==> config.mk <==
export PLATFORM = sky130hd
export DESIGN_NAME = srfifo_top
export DESIGN_NICKNAME = d
export VERILOG_FILES = /design/src/rtl/srfifo_pkg.sv /design/src/rtl/srfifo_chain.sv /design/src/rtl/srfifo_ctrl.sv /design/src/rtl/srfifo_rdout.sv /design/src/rtl/srfifo_top.sv
export SDC_FILE = /design/constraint.sdc
export NUM_CORES = 1
export LEC_CHECK = 0
export BUFFER_PORTS_ARGS = -buffer_cell sky130_fd_sc_hd__buf_2
export CAP_MARGIN = 20
export CORE_ASPECT_RATIO = 1.4
export CORE_MARGIN = 3
export CORE_UTILIZATION = 25
export DETAILED_ROUTE_END_ITERATION = 7
export PLACE_DENSITY = 0.48
export SYNTH_ARGS = -nofsm -noshare
export SYNTH_HDL_FRONTEND = slang
export SYNTH_SLANG_ARGS = --single-unit
==> constraint.sdc <==
create_clock -name clk -period 24.5 [get_ports clk]
set_input_delay 1.225 -clock clk [delete_from_list [all_inputs] [get_ports clk]]
set_output_delay 1.225 -clock clk [all_outputs]
set_load 0.05 [all_outputs]
==> src/rtl/srfifo_pkg.sv <==
// Shared definitions for the shift-register FIFO.
// Assumes: address widths from 1 to 16 bits.
package srfifo_pkg;

    // Operation chosen in one cycle by the control logic.
    typedef enum logic [2:0] {
        OP_IDLE   = 3'd0,  // nothing moves
        OP_PUSH   = 3'd1,  // store a word only
        OP_POP    = 3'd2,  // remove the oldest word only
        OP_BOTH   = 3'd3,  // store and remove; level unchanged
        OP_BYPASS = 3'd4,  // empty buffer: forward push word to output
        OP_CLEAR  = 3'd5   // flush
    } srfifo_op_e;

    // Number of storage stages for a given address width.
    function automatic int capacity(input int aw);
        return (1 << aw) - 1;
    endfunction

endpackage

==> src/rtl/srfifo_chain.sv <==
// Storage chain. On shift_en, stage 0 takes the new word and each stage k
// takes the old contents of stage k-1. A combinational mux returns stage
// sel_idx. Contents are data only and need no reset, because the control
// logic never selects a stage that holds no valid word.
module srfifo_chain #(
    parameter int DATA_W = 16,
    parameter int ADDR_W = 4
) (
    input  logic              clk,
    input  logic              shift_en,
    input  logic [DATA_W-1:0] din,
    input  logic [ADDR_W-1:0] sel_idx,
    output logic [DATA_W-1:0] dout
);
    localparam int DEPTH = srfifo_pkg::capacity(ADDR_W);

    logic [DATA_W-1:0] stage [DEPTH];

    // Stage 0 loads the incoming word on a shift.
    always_ff @(posedge clk) begin
        if (shift_en) stage[0] <= din;
    end

    // Each deeper stage takes its neighbour's word on a shift.
    for (genvar k = 1; k < DEPTH; k++) begin : g_stage
        always_ff @(posedge clk) begin
            if (shift_en) stage[k] <= stage[k-1];
        end
    end

    // Select the stage named by sel_idx; an out-of-range index returns zero.
    always_comb begin
        dout = '0;
        for (int k = 0; k < DEPTH; k++) begin
            if (sel_idx == ADDR_W'(k)) dout = stage[k];
        end
    end

endmodule

==> src/rtl/srfifo_ctrl.sv <==
// Occupancy control. Decodes the request pins against the current level
// into one operation, keeps the level counter and derives the flags and the
// index of the oldest word (level - 1).
// Assumes: clr and rst_n are synchronous; clr outranks every request.
module srfifo_ctrl #(
    parameter int ADDR_W = 4
) (
    input  logic                   clk,
    input  logic                   rst_n,
    input  logic                   clr,
    input  logic                   push,
    input  logic                   pop,
    output srfifo_pkg::srfifo_op_e op,
    output logic [ADDR_W-1:0]      level,
    output logic [ADDR_W-1:0]      head_idx,
    output logic                   full,
    output logic                   empty
);
    import srfifo_pkg::*;

    localparam int                CAP     = capacity(ADDR_W);
    localparam logic [ADDR_W-1:0] LVL_MAX = ADDR_W'(CAP);
    localparam logic [ADDR_W-1:0] ONE     = ADDR_W'(1);

    logic [ADDR_W-1:0] level_q;
    logic              is_empty, is_full;

    assign is_empty = (level_q == '0);
    assign is_full  = (level_q == LVL_MAX);

    // Decode requests and buffer state into the cycle's operation.
    always_comb begin
        if (clr)
            op = OP_CLEAR;
        else if (is_empty)
            op = (pop && push) ? OP_BYPASS : (push ? OP_PUSH : OP_IDLE);
        else if (is_full)
            op = pop ? OP_POP : OP_IDLE;
        else if (push && pop)
            op = OP_BOTH;
        else if (push)
            op = OP_PUSH;
        else if (pop)
            op = OP_POP;
        else
            op = OP_IDLE;
    end

    // Level counter, updated only by a store or a removal that stand alone.
    always_ff @(posedge clk) begin
        if (!rst_n) begin
            level_q <= '0;
        end else begin
            unique case (op)
                OP_CLEAR: level_q <= '0;
                OP_PUSH:  level_q <= level_q + ONE;
                OP_POP:   level_q <= level_q - ONE;
                default:  level_q <= level_q;
            endcase
        end
    end

    assign level    = level_q;
    assign full     = is_full;
    assign empty    = is_empty;
    assign head_idx = is_empty ? '0 : (level_q - ONE);

    // a lone push into a non-full buffer raises the level by one
    assert_push_inc_R3: assert property (@(posedge clk) disable iff (!rst_n)
        (push && !pop && !clr && !full) |=> (level == $past(level) + ONE));

    // a lone pop from a non-empty buffer lowers the level by one
    assert_pop_dec_R3: assert property (@(posedge clk) disable iff (!rst_n)
        (pop && !push && !clr && !empty) |=> (level == $past(level) - ONE));

    // push and pop together in the middle range keep the level
    assert_both_keep_R5: assert property (@(posedge clk) disable iff (!rst_n)
        (push && pop && !clr && !full && !empty) |=> $stable(level));

    // a push while full never raises the level
    assert_no_overflow_R6: assert property (@(posedge clk) disable iff (!rst_n)
        (full && push && !clr) |=> (level <= $past(level)));

    // a pop on an empty buffer leaves it empty
    assert_no_underflow_R7: assert property (@(posedge clk) disable iff (!rst_n)
        (empty && pop && !clr) |=> empty);

endmodule

==> src/rtl/srfifo_rdout.sv <==
// Output register. Loads the oldest stored word on a removal, loads the
// incoming word on a forward from an empty buffer, and otherwise holds.
// Clears to zero on reset or flush.
module srfifo_rdout #(
    parameter int DATA_W = 16
) (
    input  logic                   clk,
    input  logic                   rst_n,
    input  srfifo_pkg::srfifo_op_e op,
    input  logic [DATA_W-1:0]      head_word,
    input  logic [DATA_W-1:0]      push_word,
    output logic [DATA_W-1:0]      dout
);
    import srfifo_pkg::*;

    logic [DATA_W-1:0] dout_q;

    // Hold register for the last word handed out.
    always_ff @(posedge clk) begin
        if (!rst_n) begin
            dout_q <= '0;
        end else begin
            unique case (op)
                OP_CLEAR:        dout_q <= '0;
                OP_POP, OP_BOTH: dout_q <= head_word;
                OP_BYPASS:       dout_q <= push_word;
                default:         dout_q <= dout_q;
            endcase
        end
    end

    assign dout = dout_q;

    // a forward from an empty buffer shows the pushed word next cycle
    assert_bypass_word_R8: assert property (@(posedge clk) disable iff (!rst_n)
        (op == OP_BYPASS) |=> (dout == $past(push_word)));

    // without a removal, forward or flush the output holds
    assert_hold_output_R7: assert property (@(posedge clk) disable iff (!rst_n)
        (op == OP_IDLE || op == OP_PUSH) |=> $stable(dout));

endmodule

==> src/rtl/srfifo_top.sv <==
// Shift-register FIFO top. Connects the occupancy control, the storage
// chain and the output register. Capacity is 2**ADDR_W - 1 words.
// Assumes: one clock; all requests are sampled on its rising edge.
module srfifo_top #(
    parameter int DATA_W = 16,
    parameter int ADDR_W = 4
) (
    input  logic              clk,
    input  logic              rst_n,
    input  logic              clr,
    input  logic              push,
    input  logic [DATA_W-1:0] push_data,
    input  logic              pop,
    output logic [DATA_W-1:0] pop_data,
    output logic              full,
    output logic              empty,
    output logic [ADDR_W-1:0] level
);
    import srfifo_pkg::*;

    srfifo_op_e        op;
    logic [ADDR_W-1:0] head_idx;
    logic [DATA_W-1:0] head_word;
    logic              shift_en;

    // The chain shifts only when a word is actually stored.
    assign shift_en = (op == OP_PUSH) || (op == OP_BOTH);

    srfifo_ctrl #(.ADDR_W(ADDR_W)) u_ctrl (
        .clk      (clk),
        .rst_n    (rst_n),
        .clr      (clr),
        .push     (push),
        .pop      (pop),
        .op       (op),
        .level    (level),
        .head_idx (head_idx),
        .full     (full),
        .empty    (empty)
    );

    srfifo_chain #(.DATA_W(DATA_W), .ADDR_W(ADDR_W)) u_chain (
        .clk      (clk),
        .shift_en (shift_en),
        .din      (push_data),
        .sel_idx  (head_idx),
        .dout     (head_word)
    );

    srfifo_rdout #(.DATA_W(DATA_W)) u_rdout (
        .clk       (clk),
        .rst_n     (rst_n),
        .op        (op),
        .head_word (head_word),
        .push_word (push_data),
        .dout      (pop_data)
    );

    // a flush leaves an empty buffer with a zero output
    assert_flush_clears_R1: assert property (@(posedge clk) disable iff (!rst_n)
        clr |=> (empty && !full && level == '0 && pop_data == '0));

    // the two flags are never set together
    assert_flags_excl_R2: assert property (@(posedge clk) disable iff (!rst_n)
        !(full && empty));

    // a full flag may only appear after a store
    assert_full_rise_R2: assert property (@(posedge clk) disable iff (!rst_n)
        $rose(full) |-> $past(push));

endmodule

==> impl_metrics.env, run 1 <==
export IMPL_via_per_inst=5.37
export IMPL_synth_top_area_share_pct=64.7
export IMPL_yosys_warnings=0
export IMPL_drive_above_1_share_pct=14.5
export IMPL_grt_busiest_layer="met2"
export IMPL_grt_pass1_vias=7776
export IMPL_startpoint_type="register"
export IMPL_max_cap_violations=0
export IMPL_synth_distinct_cells=74
export IMPL_ys_seq_area_share_pct=68.3
export IMPL_met3_usage_pct=2.15
export IMPL_synth_top_family_by_area="compound AO/OA/AOI/OAI gates"
export IMPL_synth_avg_cell_area_um2=13.1
export IMPL_leakagePower_nw=4.23
export IMPL_cts_made_buffers=25
export IMPL_syn_nets=876
export IMPL_grt_usage_pct=14.4
export IMPL_start_util_pct=25.6
export IMPL_synthAdderAreaFrac_pct=0.449
export IMPL_gp_congestion=0.785
export IMPL_cts_tree="done"
export IMPL_die_y_um=256
export IMPL_drc_errors=0
export IMPL_h_tree_depth=1
export IMPL_outcome="finished, final reports clean"
export IMPL_max_clock_path_buffers=3
export IMPL_clk_latency_ns=0.56
export IMPL_ios=43
export IMPL_numPlacedInstances=1409
export IMPL_fin_cells=1457
export IMPL_synth_largest_area_cell="edfxtp_1"
export IMPL_period_needed_ns=5.17
export IMPL_tightest_slew_ns=1.14
export IMPL_area_growth_pct=15.5
export IMPL_rsz0062_at_grt="false"
export IMPL_r2r_cells=9
export IMPL_nNetsFinal=911
export IMPL_grt_util_met1_pct=18.0
export IMPL_ys_ff_latch=260
export IMPL_clkTransAtPathRegs_ns=0.07
export IMPL_diodes=0
export IMPL_synth_area_leaders="edfxtp_1, dfxtp_1, o21ai_0"
export IMPL_design_area_um2=12900
export IMPL_cts_root_buf="clkbuf_16"
export IMPL_port_buffers=42
export IMPL_wirelength_um=34900
export IMPL_final_hold_viol_count=0
export IMPL_dieArea_um2=47100
export IMPL_postPlaceCellArea_um2=11900
export IMPL_met2_usage_pct=24.5
export IMPL_worst_setup_path_type="register to register"
export IMPL_slew_headroom_pct=23.7
export IMPL_peakVddDrop_mv=0.0491
export IMPL_synth_compound_area_share_pct=18.6
export IMPL_hold_ws_ns=0.442
export IMPL_antenna_found_initial=1
export IMPL_critical_path_arrival_ns=5.39
export IMPL_dr_pass1_iters=6
export IMPL_die_x_um=184
export IMPL_gr_total_overflow=0
export IMPL_hold_path_class="register to register"
export IMPL_drtIter0Drc=781
export IMPL_nFillCells=4344
export IMPL_dp_hpwl_um=22100
export IMPL_setup_viol=0
export IMPL_cts_resized=0
export IMPL_synth_edf_count=240
export IMPL_slew_violations=0
export IMPL_end_kind="register"
export IMPL_clock_skew_ns=0.0227
export IMPL_synthSimpleGateAreaFrac_pct=8.37
export IMPL_cp_max_fo=78
export IMPL_syn_cell_area_um2=11100
export IMPL_synthMuxAreaShare_pct=0.730
export IMPL_post_cts_buffers=0
export IMPL_postCtsHoldBufs=0
export IMPL_ys_flop_type="edfxtp_1"
export IMPL_grt_pass1_wl_um=51400
export IMPL_grt_max_degree=88
export IMPL_critPathRequiredTime_ns=24.73
export IMPL_period_share_pct=21.1
export IMPL_synth_xor_area_share_pct=0
export IMPL_cts_sinks=260
export IMPL_fin_tns_setup_ns=0
export IMPL_final_core_util_pct=29.5
export IMPL_row_count=90
export IMPL_final_antenna_net_count=0
export IMPL_power_density_nw_per_um2=91.5
export IMPL_coreArea_um2=43600
export IMPL_wl_per_cell_um=23.9
export IMPL_vias=7821
export IMPL_whs_path_depth=0
export IMPL_synth_cells=851
export IMPL_fmax_mhz=194
export IMPL_postSynth_asyncResetShare_pct=0
==> final timing paths <==
check | start | to | slack (ns)
min reg2reg | u_chain.stage[0][0] | u_chain.stage[1][0] | 0.44
max | u_ctrl.level[0] | u_chain.stage[2][10] | 19.33
min | u_chain.stage[0][0] | u_chain.stage[1][0] | 0.44
max reg2reg | u_ctrl.level[0] | u_chain.stage[2][10] | 19.33
==> flip-flops by register name (all words and copies together), names as in the netlist <==
| register | flops |
|---|---|
| u_ctrl.level | 4 |
| u_chain.stage | 240 |
| u_rdout.dout | 16 |
==> worst max-delay path, cell delays in order, from the launching register on <==
cell	delay [ns]
dfxtp_1	0.67
inv_1	0.20
ha_1	0.28
or3b_1	0.39
nand2_1	0.20
o21ai_4	0.56
buf_4	0.89
buf_4	0.74
buf_4	0.44
buf_16	0.33
==> kinds of logic (layout without fill, tap and decap cells) <==
| kind of cell | count (synthesis) | after routing |
|---|---|---|
| compound gates | 294 | 294 |
| flops | 260 | 260 |
| simple gates | 201 | 201 |
| buf+inv | 84 | 138 |
| mux | 8 | 8 |
| fa+ha+maj | 4 | 4 |
==> synthesized netlist by cell type (all sizes together) (2+ instances only) <==
cell,count
a22oi,20
nor3b,3
o31ai,9
nor4,3
ha,4
a211o,2
nand2,73
o2111ai,6
and3,5
mux2i,7
o311a,3
o211ai,14
inv,27
a22o,9
and2,2
a222oi,2
a21o,2
o221ai,7
or3,8
o311ai,6
a221o,6
nand3,21
a32oi,2
a221oi,23
o21a,5
a211oi,4
a2111oi,3
a21boi,2
nor2,49
nand4,10
nor3,18
or2,3
edfxtp,240
o21bai,2
o22ai,12
clkbuf,27
a21oi,49
o221a,7
a31oi,11
dfxtp,20
o21ai,75
o2111a,5
a2bb2oi,2
buf,29
==> layout make-up <==
class | instances | area [um^2] | share of cell area (%)
clock buffers | 30 | 654 | 5.09
clock inverters | 16 | 250 | 1.95
inverters | 27 | 106 | 0.827
multi-input cells | 507 | 3150 | 24.5
flip-flops and latches | 260 | 7610 | 59.1
well taps | 552 | 691 | 5.37
repair buffers | 65 | 407 | 3.16
==> power by group <==
group	internal, W	total [W]	switching (W)	leakage, nW
clock network	0.000256	0.000433	0.000177	0.444
logic	0.0000609	0.000213	0.000152	1.41
registers	0.000515	0.000531	0.0000158	2.38
==> routing by layer <==
layer	wire length, um	part of all wire, %
met5	13	0.037
met4	1350	3.9
met2	17700	51
met3	1940	5.5
met1	13900	40
==> cell usage in the layout (no fill, tap or decap), types with 21 or more instances in the layout <==
cell       Yosys  layout
edfxtp_1     240     240
nand2_1       73      73
o21ai_0       69      68
a21oi_1       48      48
nor2_1        47      47
buf_2         18      42
inv_1         25      25
clkbuf_16      0      25
a221oi_1      23      23
nand3_1       21      21
buf_4          7      21
==> through the flow <==
stage | total power [W] | setup WS (ns)
after detailed placement | 0.000753 | 19.03
after global placement | 0.000752 | 19.13
after global routing | 0.00122 | 18.91
final | 0.00118 | 19.33
after CTS | 0.00119 | 19.06
after floorplan | 0.000693 | 4.86
Note: power is estimated with default switching activity, not from simulation.
==> run 2: changes to the inputs <==
--- a/config.mk
+++ b/config.mk
@@ -11,7 +11,7 @@
 export CORE_MARGIN = 3
 export CORE_UTILIZATION = 25
 export DETAILED_ROUTE_END_ITERATION = 7
-export PLACE_DENSITY = 0.48
+export PLACE_DENSITY = 0.49
 export SYNTH_ARGS = -nofsm -noshare
 export SYNTH_HDL_FRONTEND = slang
 export SYNTH_SLANG_ARGS = --single-unit
==> constraint.sdc (replaced) <==
create_clock -name clk -period 4.62 [get_ports clk]
set_input_delay 0.231 -clock clk [delete_from_list [all_inputs] [get_ports clk]]
set_output_delay 0.231 -clock clk [all_outputs]
set_load 0.05 [all_outputs]
==> impl_metrics.env, run 2 (synthesis gave the netlist of run 1 again) <==
export IMPL_cp_slowest_cell="o22ai_1"
export IMPL_cts_resized=0
export IMPL_max_clock_path_buffers=3
export IMPL_largest_register_ffs=240
export IMPL_hold_path_class="input port to register"
export IMPL_drc_errors=0
export IMPL_nNetsFinal=933
export IMPL_cts_made_buffers=26
export IMPL_h_tree_depth=1
export IMPL_drive_above_1_share_pct=15.0
export IMPL_critical_path_arrival_ns=3.84
export IMPL_max_cap_violations=0
export IMPL_row_count=90
export IMPL_period_share_pct=73.8
export IMPL_setup_viol=0
export IMPL_layout_common_cells="edfxtp_1, nand2_1, o21ai_0"
export IMPL_grt_pass1_wl_um=52600
export IMPL_ios=43
export IMPL_fmax_mhz=293
export IMPL_wirelength_um=36300
export IMPL_dieArea_um2=47100
export IMPL_final_common_cell="edfxtp_1"
export IMPL_final_antenna_net_count=0
export IMPL_drtIter0Drc=898
export IMPL_post_cts_buffers=0
export IMPL_slew_headroom_pct=28.5
export IMPL_cts_root_buf="clkbuf_16"
export IMPL_port_buffers=42
export IMPL_antenna_found_initial=1
export IMPL_cp_max_fo=23
export IMPL_hold_ws_ns=0.00371
export IMPL_dr_pass1_iters=6
export IMPL_coreArea_um2=43600
export IMPL_cts_tree="done"
export IMPL_fin_cells=1482
export IMPL_critPathRequiredTime_ns=5.05
export IMPL_clock_skew_ns=0.0118
export IMPL_numPlacedInstances=1416
export IMPL_startpoint_type="register"
export IMPL_grt_pass1_vias=7812
export IMPL_fin_tns_setup_ns=0
export IMPL_worst_setup_path_type="register to register"
export IMPL_area_growth_pct=17.2
export IMPL_postCtsHoldBufs=14
export IMPL_regMostFlops="u_chain.stage"
export IMPL_crit_chain="inv_4 > ha_1 > or2_2 > o22ai_1 > nor3_1 > o311ai_1 > o2111ai_1 > o2111a_1"
export IMPL_power_density_nw_per_um2=464
export IMPL_clk_latency_ns=0.55
export IMPL_start_util_pct=25.6
export IMPL_tightest_slew_ns=1.07
export IMPL_period_needed_ns=3.41
export IMPL_dp_hpwl_um=23300
export IMPL_slew_violations=0
export IMPL_die_x_um=184
export IMPL_leakagePower_nw=4.30
export IMPL_die_y_um=256
export IMPL_grt_usage_pct=14.9
export IMPL_cts_sinks=260
export IMPL_clkTransAtPathRegs_ns=0.06
export IMPL_final_hold_viol_count=0
export IMPL_outcome="finished, final reports clean"
export IMPL_grt_max_degree=102
export IMPL_via_per_inst=5.39
export IMPL_gp_congestion=0.791
export IMPL_peakVddDrop_mv=0.254
export IMPL_vias=7983
export IMPL_wl_per_cell_um=24.5
export IMPL_end_kind="register"
export IMPL_cp_slowest_stage_delay_ns=0.90
export IMPL_rsz0062_at_grt="false"
export IMPL_gr_total_overflow=0
## run 2: area by class of cell
| class | count | area (um^2) |
|---|---|---|
| Clock buffer | 40 | 723 |
| Tap cell | 552 | 691 |
| Antenna cell | 2 | 5.00 |
| Fill cell | 4335 | 30500 |
| Sequential cell | 260 | 7610 |
| Timing Repair Buffer | 86 | 657 |
| Multi-Input combinational cell | 507 | 3180 |
| Clock inverter | 8 | 76.3 |
| Inverter | 27 | 109 |
## run 2: metal layers
metal | routed length (um) | part of all wire, % | global-route usage [%]
met1 | 14300 | 39 | 18.6
met2 | 17800 | 49 | 25.1
met3 | 2590 | 7.1 | 2.67
met4 | 1700 | 4.7 | 6.77
met5 | 0 | 0 | 0
## run 2: final timing paths
path | start | slack (ns) | depth (start not counted) | to
worst max-delay path | u_ctrl.level[0] | 1.21 | 8 | u_rdout.dout[12]
worst min-delay path | push_data[0] | 0.004 | 1 | u_chain.stage[0][0]
worst max register to register | u_ctrl.level[0] | 1.21 | 8 | u_rdout.dout[12]
worst min register to register | u_chain.stage[0][5] | 0.44 | 0 | u_chain.stage[1][5]
## run 2: worst max-delay path, delay by kind of cell, from the launching register on
| kind | cells | cell delay, ns |
|---|---|---|
| buffers and inverters | 1 | 0.07 |
| AO/OA/AOI/OAI | 4 | 1.67 |
| AND/OR/NAND/NOR | 2 | 0.69 |
| flip-flops | 1 | 0.46 |
| adder cells (fa/ha/maj) | 1 | 0.40 |
## run 2: stage by stage
stage               setup WS (ns)  cell area [um^2]  power, W  util, %
CTS                          1.25             13000   0.00609     29.9
global placement             1.27             12000   0.00401     27.6
detailed placement           1.24             12100   0.00402     27.7
finish                       1.21             13100   0.00606     30.0
global route                 1.04             13000   0.00628     29.9
floorplan                  -0.905             11200   0.00360        -
## run 2: report_power, final
group / switching (W) / total (W) / internal (W)
Sequential: 0.0000888 / 0.00282 / 0.00273
Clock: 0.000918 / 0.00205 / 0.00114
Combinational: 0.000827 / 0.00118 / 0.000356
Total: 0.00183 / 0.00606 / 0.00422
==> run 3: changes to the inputs <==
--- a/config.mk
+++ b/config.mk
@@ -11,7 +11,7 @@
 export CORE_MARGIN = 3
 export CORE_UTILIZATION = 25
 export DETAILED_ROUTE_END_ITERATION = 7
-export PLACE_DENSITY = 0.49
+export PLACE_DENSITY = 0.48
 export SYNTH_ARGS = -nofsm -noshare
 export SYNTH_HDL_FRONTEND = slang
 export SYNTH_SLANG_ARGS = --single-unit
==> constraint.sdc (replaced) <==
create_clock -name clk -period 3.35 [get_ports clk]
set_input_delay 0.1675 -clock clk [delete_from_list [all_inputs] [get_ports clk]]
set_output_delay 0.1675 -clock clk [all_outputs]
set_load 0.05 [all_outputs]
==> impl_metrics.env, run 3 (synthesis gave the netlist of run 1 again) <==
export IMPL_outcome="finished, final reports clean"
export IMPL_power_density_nw_per_um2=642
export IMPL_end_kind="register"
export IMPL_clk_latency_ns=0.55
export IMPL_final_antenna_net_count=0
export IMPL_tightest_slew_ns=0.822
export IMPL_period_share_pct=91.1
export IMPL_nFillCells=4283
export IMPL_worst_setup_path_type="register to register"
export IMPL_cts_made_buffers=27
export IMPL_port_buffers=42
export IMPL_cp_max_fo=17
export IMPL_cp_slowest_cell="a222oi_1"
export IMPL_clock_skew_ns=0.0173
export IMPL_fmax_mhz=328
export IMPL_row_count=90
export IMPL_h_tree_depth=1
export IMPL_diodes=0
export IMPL_wirelength_um=36000
export IMPL_wl_per_cell_um=23.8
export IMPL_cts_tree="done"
export IMPL_grt_usage_pct=14.9
export IMPL_max_clock_path_buffers=3
export IMPL_final_common_cell="edfxtp_1"
export IMPL_grt_max_degree=65
export IMPL_rrSetupSlack_ns=0.30
export IMPL_startpoint_type="register"
export IMPL_nNetsFinal=965
export IMPL_largest_register_ffs=240
export IMPL_vias=7858
export IMPL_hold_path_class="input port to register"
export IMPL_critPathRequiredTime_ns=3.78
export IMPL_final_setup_worst_slack_ns=0.299
export IMPL_period_needed_ns=3.05
export IMPL_cpLargestDelayFamily="compound AO/OA/AOI/OAI gates"
export IMPL_start_util_pct=25.6
export IMPL_hold_ws_ns=0.0640
export IMPL_drive_above_1_share_pct=18.3
export IMPL_final_hold_viol_count=0
export IMPL_gp_congestion=0.856
export IMPL_rsz0062_at_grt="false"
export IMPL_drtIter0Drc=723
export IMPL_layout_common_cells="edfxtp_1, nand2_1, o21ai_0"
export IMPL_clkTransAtPathRegs_ns=0.07
export IMPL_coreArea_um2=43600
export IMPL_drc_errors=0
export IMPL_cp_slowest_stage_delay_ns=0.57
export IMPL_antenna_found_initial=0
export IMPL_die_x_um=184
export IMPL_area_growth_pct=20.2
export IMPL_dr_pass1_iters=5
export IMPL_leakagePower_nw=4.50
export IMPL_dieArea_um2=47100
export IMPL_cp_num_buf_inv=1
export IMPL_dp_hpwl_um=24500
export IMPL_grt_pass1_vias=8127
export IMPL_slew_violations=0
export IMPL_ios=43
export IMPL_via_per_inst=5.19
export IMPL_peakVddDrop_mv=0.331
export IMPL_crit_chain="inv_4 > ha_1 > o31ai_1 > o211ai_2 > a22oi_1 > o22ai_1 > a222oi_1 > a2111oi_0 > or3_1"
export IMPL_cts_root_buf="clkbuf_16"
export IMPL_gr_total_overflow=0
export IMPL_max_cap_violations=0
export IMPL_regMostFlops="u_chain.stage"
export IMPL_setup_viol=0
export IMPL_slew_headroom_pct=45.0
export IMPL_cts_sinks=260
export IMPL_die_y_um=256
export IMPL_grt_pass1_wl_um=53100
export IMPL_critical_path_arrival_ns=3.48
export IMPL_pre_cts_slack_ns=0.361
==> run 3: area by class of cell <==
type | count | area [um^2] | share of cell area (%)
Clock inverter | 18 | 149 | 1.11
Inverter | 27 | 109 | 0.813
Sequential cell | 260 | 7610 | 56.9
Timing Repair Buffer | 117 | 938 | 7.01
Tap cell | 552 | 691 | 5.16
Multi-Input combinational cell | 507 | 3170 | 23.7
Clock buffer | 32 | 714 | 5.34
==> run 3: path summary, 6_finish.rpt <==
| check | cells past startpoint | to | from |
|---|---|---|---|
| setup reg to reg | 9 | u_rdout.dout[6] | u_ctrl.level[0] |
| hold / removal | 4 | u_rdout.dout[7] | clr |
| setup / recovery | 9 | u_rdout.dout[6] | u_ctrl.level[0] |
| hold reg to reg | 0 | u_chain.stage[1][13] | u_chain.stage[0][13] |
==> run 3: stage by stage <==
step / instance area (um^2) / util, % / power [W] / TNS, ns / std cells
after detailed placement: 12400 / 28.4 / 0.00564 / 0 / 1447
final: 13400 / 30.7 / 0.00859 / 0 / 1513
after global placement: 12400 / 28.4 / 0.00564 / 0 / 1447
after CTS: 13400 / 30.7 / 0.00867 / 0 / 1513
after global routing: 13400 / 30.7 / 0.00893 / 0 / 1513
after floorplan: 11200 / - / 0.00496 / -521.91 / 851
==> run 3: worst min-delay path: cells and delay by family <==
kind | cells | cell delay [ns]
AO/OA/AOI/OAI | 2 | 0.11
AND/OR/NAND/NOR | 1 | 0.11
buffers and inverters | 1 | 0.18
==> run 3: where the power goes <==
part	internal, W	total, W	switching (W)
clock network	0.00168	0.00300	0.00131
registers	0.00376	0.00388	0.000116
logic	0.000563	0.00171	0.00115
==> run 3: what timing repair did <==
action	CTS	global route
resized for setup	0	0
setup buffers	0	0
hold endpoints to repair	16	0
hold buffers	16	0
==> run 3: routing by layer <==
metal / vias up / global-route usage, % / routed length, um
met4: 0 / 6.28 / 1500
li1: 3562 / - / -
met5: - / 0 / 0
met3: 77 / 1.99 / 1940
met1: 3914 / 18.8 / 14600
met2: 305 / 25.5 / 18000
